File: src/rtl/bcd_adj_pkg.sv
`timescale 1ns/1ps
package bcd_adj_pkg;

  localparam int ACC_W = 8;
  localparam int NIB_W = ACC_W / 2;

  typedef logic [ACC_W-1:0] acc_t;
  typedef logic [NIB_W-1:0] nib_t;

  // largest legal decimal digit in one nibble
  localparam nib_t DIGIT_MAX = nib_t'(9);
  // correction added to / taken from a single digit position
  localparam acc_t LOW_STEP  = acc_t'(6);
  localparam acc_t HIGH_STEP = acc_t'(6) << NIB_W;
  // both digits at their maximum (0x99)
  localparam acc_t PAIR_MAX  = {DIGIT_MAX, DIGIT_MAX};
  // highest byte that survives the low step in add mode without wrapping (0xF9)
  localparam acc_t ADD_EDGE  = '1 - LOW_STEP;

  // strobes from control to datapath
  typedef struct packed {
    logic load;
    logic subMode;
    logic lowFix;
    logic highFix;
    logic carryOut;
    logic auxOut;
  } adjStrobe_t;

endpackage

File: src/rtl/bcd_adj_ctrl.sv
`timescale 1ns/1ps
module bcd_adj_ctrl
  import bcd_adj_pkg::*;
(
  input  logic       inValid,
  input  logic       subSel,
  input  acc_t       accIn,
  input  logic       carryIn,
  input  logic       auxIn,
  output adjStrobe_t strobe
);

  nib_t lowDigit;
  logic lowNeeded;
  logic highNeeded;
  logic lowCarryAdd;
  logic lowCarrySub;
  logic lowCarry;

  assign lowDigit = accIn[NIB_W-1:0];

  // both decisions use the byte and carry as received
  always_comb begin
    lowNeeded   = (lowDigit > DIGIT_MAX) || auxIn;
    highNeeded  = (accIn > PAIR_MAX) || carryIn;
    lowCarryAdd = (accIn > ADD_EDGE) || carryIn;
    lowCarrySub = (accIn < LOW_STEP) || carryIn;
    lowCarry    = subSel ? lowCarrySub : lowCarryAdd;
  end

  always_comb begin
    strobe.load     = inValid;
    strobe.subMode  = subSel;
    strobe.lowFix   = lowNeeded;
    strobe.highFix  = highNeeded;
    strobe.auxOut   = lowNeeded;
    if (highNeeded)
      strobe.carryOut = 1'b1;
    else if (lowNeeded)
      strobe.carryOut = lowCarry;
    else
      strobe.carryOut = 1'b0;
  end

endmodule

File: src/rtl/bcd_adj_dp.sv
`timescale 1ns/1ps
module bcd_adj_dp
  import bcd_adj_pkg::*;
(
  input  logic       clk,
  input  logic       rst,
  input  adjStrobe_t strobe,
  input  acc_t       accIn,
  output logic       outValid,
  output acc_t       result,
  output logic       carryOut,
  output logic       auxOut,
  output logic       zeroOut,
  output logic       signOut,
  output logic       parityOut,
  output logic       overflowOut
);

  acc_t lowStage;
  acc_t highStage;
  logic nextZero;
  logic nextSign;
  logic nextParity;

  always_comb begin
    lowStage = accIn;
    if (strobe.lowFix)
      lowStage = strobe.subMode ? (accIn - LOW_STEP) : (accIn + LOW_STEP);
    highStage = lowStage;
    if (strobe.highFix)
      highStage = strobe.subMode ? (lowStage - HIGH_STEP) : (lowStage + HIGH_STEP);
  end

  always_comb begin
    nextZero   = (highStage == '0);
    nextSign   = highStage[ACC_W-1];
    nextParity = ~^highStage;
  end

  always_ff @(posedge clk) begin
    if (rst) begin
      outValid    <= 1'b0;
      result      <= '0;
      carryOut    <= 1'b0;
      auxOut      <= 1'b0;
      zeroOut     <= 1'b0;
      signOut     <= 1'b0;
      parityOut   <= 1'b0;
      overflowOut <= 1'b0;
    end else begin
      outValid <= strobe.load;
      if (strobe.load) begin
        result      <= highStage;
        carryOut    <= strobe.carryOut;
        auxOut      <= strobe.auxOut;
        zeroOut     <= nextZero;
        signOut     <= nextSign;
        parityOut   <= nextParity;
        overflowOut <= 1'b0;
      end
    end
  end

endmodule

File: src/rtl/bcd_adjust_unit.sv
`timescale 1ns/1ps
module bcd_adjust_unit
  import bcd_adj_pkg::*;
(
  input  logic             clk,
  input  logic             rst,
  input  logic             inValid,
  input  logic             subSel,
  input  logic [ACC_W-1:0] accIn,
  input  logic             carryIn,
  input  logic             auxIn,
  output logic             outValid,
  output logic [ACC_W-1:0] result,
  output logic             carryOut,
  output logic             auxOut,
  output logic             zeroOut,
  output logic             signOut,
  output logic             parityOut,
  output logic             overflowOut
);

  adjStrobe_t strobe;

  bcd_adj_ctrl u_ctrl (
    .inValid (inValid),
    .subSel  (subSel),
    .accIn   (accIn),
    .carryIn (carryIn),
    .auxIn   (auxIn),
    .strobe  (strobe)
  );

  bcd_adj_dp u_dp (
    .clk         (clk),
    .rst         (rst),
    .strobe      (strobe),
    .accIn       (accIn),
    .outValid    (outValid),
    .result      (result),
    .carryOut    (carryOut),
    .auxOut      (auxOut),
    .zeroOut     (zeroOut),
    .signOut     (signOut),
    .parityOut   (parityOut),
    .overflowOut (overflowOut)
  );

endmodule

File: config.mk
export PLATFORM = sky130hd
export DESIGN_NAME = bcd_adjust_unit
export DESIGN_NICKNAME = d
export VERILOG_FILES = /design/src/rtl/bcd_adj_pkg.sv /design/src/rtl/bcd_adj_ctrl.sv /design/src/rtl/bcd_adj_dp.sv /design/src/rtl/bcd_adjust_unit.sv
export SDC_FILE = /design/constraint.sdc
export NUM_CORES = 1
export LEC_CHECK = 0
export ABC_CLOCK_PERIOD_IN_PS = 8300
export CORE_MARGIN = 4
export CORE_UTILIZATION = 39
export DETAILED_ROUTE_END_ITERATION = 7
export DONT_BUFFER_PORTS = 1
export GPL_TIMING_DRIVEN = 0
export PLACE_DENSITY = 0.63
export RECOVER_POWER = 50
export SETUP_SLACK_MARGIN = 0.5
export SLEW_MARGIN = 40
export SYNTH_ARGS = -nofsm -noshare
export SYNTH_HDL_FRONTEND = slang
export SYNTH_SLANG_ARGS = --single-unit
File: constraint.sdc
create_clock -name clk -period 8.3 [get_ports clk]
set_input_delay 0.415 -clock clk [delete_from_list [all_inputs] [get_ports clk]]
set_output_delay 0.415 -clock clk [all_outputs]
set_load 0.02 [all_outputs]
==> results summary <==
The synthesized design contains 0 enable-type register cells. The via count of the first global-routing pass came out at 746. The routed wirelength normalized by instance count came out at 13.5 um. The most frequent cell after synthesis is sky130_fd_sc_hd__nor2_1. The number of antenna-violating nets in the routed design came out at 0. In the synthesized netlist, the number of instances is 108.

The worst setup path is launched from an input pin. Global routing used between 10% and 20% of the available tracks. Setup repair after global routing left no endpoint under its margin. The initial antenna violation count came out at 0.

The worst hold path belongs to the class in2reg. After global routing the overflow that remains totals 0. STA classifies the critical path endpoint as a register. The highest clock rate came out at 307 MHz. The final critical delay including setup and external delays is about 3300 ps.

The largest net degree at the start of global routing came out at 11. The last weighted congestion value of the routability-driven placer is 0.779. In the routed design, unresolved DRC markers number 0.

The maximum ir drop on the vdd rail is between 0.07 and 0.08 mV. The die area came out at 3220 sq um. Yosys mapped the design onto 36 distinct sky130hd cell types. The number of antenna repair diodes is 0. The starting DRC count in detailed routing came out at 12.

After the last flow step, the layout net total stands at 134. The synthesis-stage register bit count is 13. The combinational fraction of design power is between 30% and 40%. The library cell occupying the most area in the post-synthesis netlist is sky130_fd_sc_hd__dfxtp_1. The sequential share of power came out at a little under half. The highest net fanout along the worst path is 4. The area added between synthesis and finish is 6.62%. TritonCTS built the clock tree. The leakage component of the power came out at 0.000405 uW. The startpoint-to-endpoint class of the critical path is in2reg. The longest clock path from root to sink contains 2 buffers. The clock net sink count came out at 13. The number of violations of the max-capacitance limit came out at 0. The clock latency reported for the late side of the worst-skew pair came out at roughly 270 ps. After detailed placement, the total cell area comes to 961 sq um.

Detailed routing inserted a total of 746 vias. The largest clock skew in the final design is 0 ps. The post-route setup TNS came out at 0 ps. The number of iterations in the first detailed-routing pass is 4. The summed area of non-filler cells in the final layout came out at 987 sq um. The max-slew violation count was 0. The power density relative to cell area is 174 nW/um^2.

The total count of hold-check failures in the final report came out at 0. The synthesized area per cell came out at 8.57 sq um. The netlist area before placement came out at a little over 900 sq um. The cell row count came out at 17. The total CTS buffers came out at 3.

The number of buffers inserted by hold repair at cts came out at 0. The post-route clock period utilization is 39.2%. In this run the vertical extent of the chip is between 50 and 60 um. The H-tree level count came out at 1.

At the worst endpoint, the arrival time is 3410 ps. The count of yosys warnings during synthesis is 0. The post-detailed-placement half-perimeter wirelength is 1580 um. The total wirelength of the detailed-routed design is 1890 um.

Yosys attributes the largest share of cell area to sky130_fd_sc_hd__dfxtp_1, sky130_fd_sc_hd__ha_1, sky130_fd_sc_hd__xor2_1, sky130_fd_sc_hd__nor2_1, sky130_fd_sc_hd__mux2i_1. The count of endpoints failing setup in the final report came out at 0. The highest cell delay on the worst timing path is 490 ps. The final core utilization is 44.2%. The post-route worst hold slack is about 210 ps. The first global-routing pass estimated 3210 um of wire. The main flop type after synthesis is sky130_fd_sc_hd__dfxtp_1.

The switching share of power came out at about a third. Internal power comes to 114 uW. The count of cells resized by post-cts repair is 0. The number of top-level pins came out at 29. The data required time at the worst endpoint is approximately 8500 ps. The area inside the core boundary came out at 2230 sq um. The register area share after synthesis came out at 28.1%. Counting every net in the synthesized netlist gives 129. CTS placed an instance of sky130_fd_sc_hd__clkbuf_4 at the clock tree root.

In the synthesized netlist, the cells that appear most often are sky130_fd_sc_hd__nor2_1, sky130_fd_sc_hd__dfxtp_1, sky130_fd_sc_hd__nand2_1. Clock-pin slew was measured on the worst setup and hold paths at 80 ps. The fraction of synthesis flops using an asynchronous set or reset pin came out at 0%. The signal on the critical path passes through ha_1, or4b_4, a2bb2o_4, xnor2_4, fa_1, xor2_1, a21oi_1, a31oi_1, xor2_1, ha_1, xnor2_1, xnor2_1, nor2_1, a21oi_1, nor2_1. On the critical path, the stage with the largest delay is an instance of sky130_fd_sc_hd__or4b_4. The floorplan die width is 56.7 um. The run finished with clean final reports.

The setup fix buffers added after clock tree synthesis came out at 0. The portion of total power attributed to the clock network came out at 22.2%. The fraction of final layout cells with drive strength greater than 1 came out at around 11%. The initial core utilization came out at 41.5%.

In the routed layout, each cell is associated on average with a via count of 5.33. The number of buffer cells added on primary ports is 0. Summed over its instances, the top area cell type makes up 28.1% of the synthesized netlist area. The net switching power figure came out at around 58 uW.
## cell families after synthesis
logic type | after synthesis | share of synthesized area [%]
xor gates and xnor gates | 12 | 13.4
AOI/OAI and AO/OA | 22 | 17.8
buffers and inverters | 12 | 6.22
adders and majority gates | 7 | 10.3
other | 1 | 0.405
DFF | 13 | 28.1
muxes | 4 | 4.32
and+or+nand+nor | 37 | 19.5
## metal layers
| layer | GRT usage, % | vias up | wire length [um] |
|---|---|---|---|
| met4 | 5.08 | 0 | 19 |
| met1 | 15.1 | 339 | 815 |
| met2 | 20.1 | 26 | 898 |
| met5 | 0 | - | 0 |
| li1 | - | 379 | - |
| met3 | 4.14 | 2 | 157 |
## area by class of cell
| class | instances | area, sq um |
|---|---|---|
| well taps | 28 | 35.0 |
| multi-input cells | 83 | 608 |
| plain buffers | 7 | 38.8 |
| inverters | 5 | 18.8 |
| flip-flops and latches | 13 | 260 |
| clock buffers | 4 | 26.3 |
| fillers | 244 | 1250 |
## metrics by stage
stage	instances	worst slack [ps]	total power (uW)
after detailed placement	136	4750	136
after global routing	140	4860	184
after global placement	136	4770	135
after CTS	140	5040	174
final	140	5050	172
after floorplan	108	4970	127
## worst max-delay path: cells and delay by family
family / cells / cell delay (ps)
XOR/XNOR: 5 / 890
adder cells (fa/ha/maj): 3 / 840
AO/OA/AOI/OAI: 4 / 660
AND/OR/NAND/NOR: 3 / 600
## worst paths after layout
kind,from,endpoint,slack (ps),cells past startpoint
worst max-delay path,accIn[1],u_dp.parityOut,5050,15
worst min-delay path,rst,u_dp.carryOut,210,1
worst max register to register,u_dp.auxOut,u_dp.auxOut,7460,2
worst min register to register,u_dp.carryOut,u_dp.carryOut,580,2
## power groups by stage
stage	Clock, uW	Sequential (uW)	Combinational [uW]
finish	38.2	80.2	53.8
global route	42.4	81.1	60.9
CTS	39.3	80.5	54.4
detailed placement	0	81.9	54.2
global placement	0	81.8	52.9
floorplan	0	80.6	46.4
## cell usage in the layout, fill, tap and decap left out, types with 4 or more instances in the layout
cell and instances:
sky130_fd_sc_hd__dfxtp_1 13, sky130_fd_sc_hd__xor2_1 7, sky130_fd_sc_hd__xnor2_1 4, sky130_fd_sc_hd__nor2_1 16, sky130_fd_sc_hd__ha_1 6, sky130_fd_sc_hd__a21oi_1 6
sky130_fd_sc_hd__inv_1 5, sky130_fd_sc_hd__mux2i_1 4, sky130_fd_sc_hd__nand2_1 8, sky130_fd_sc_hd__a211oi_1 5
## flip-flops by register name, summed over array words and instances, names as in the netlist
register and flops:
u_dp.signOut 1, u_dp.auxOut 1, u_dp.result 7, u_dp.zeroOut 1
u_dp.parityOut 1, u_dp.carryOut 1, u_dp.outValid 1
(Power assumes the default switching activity.)
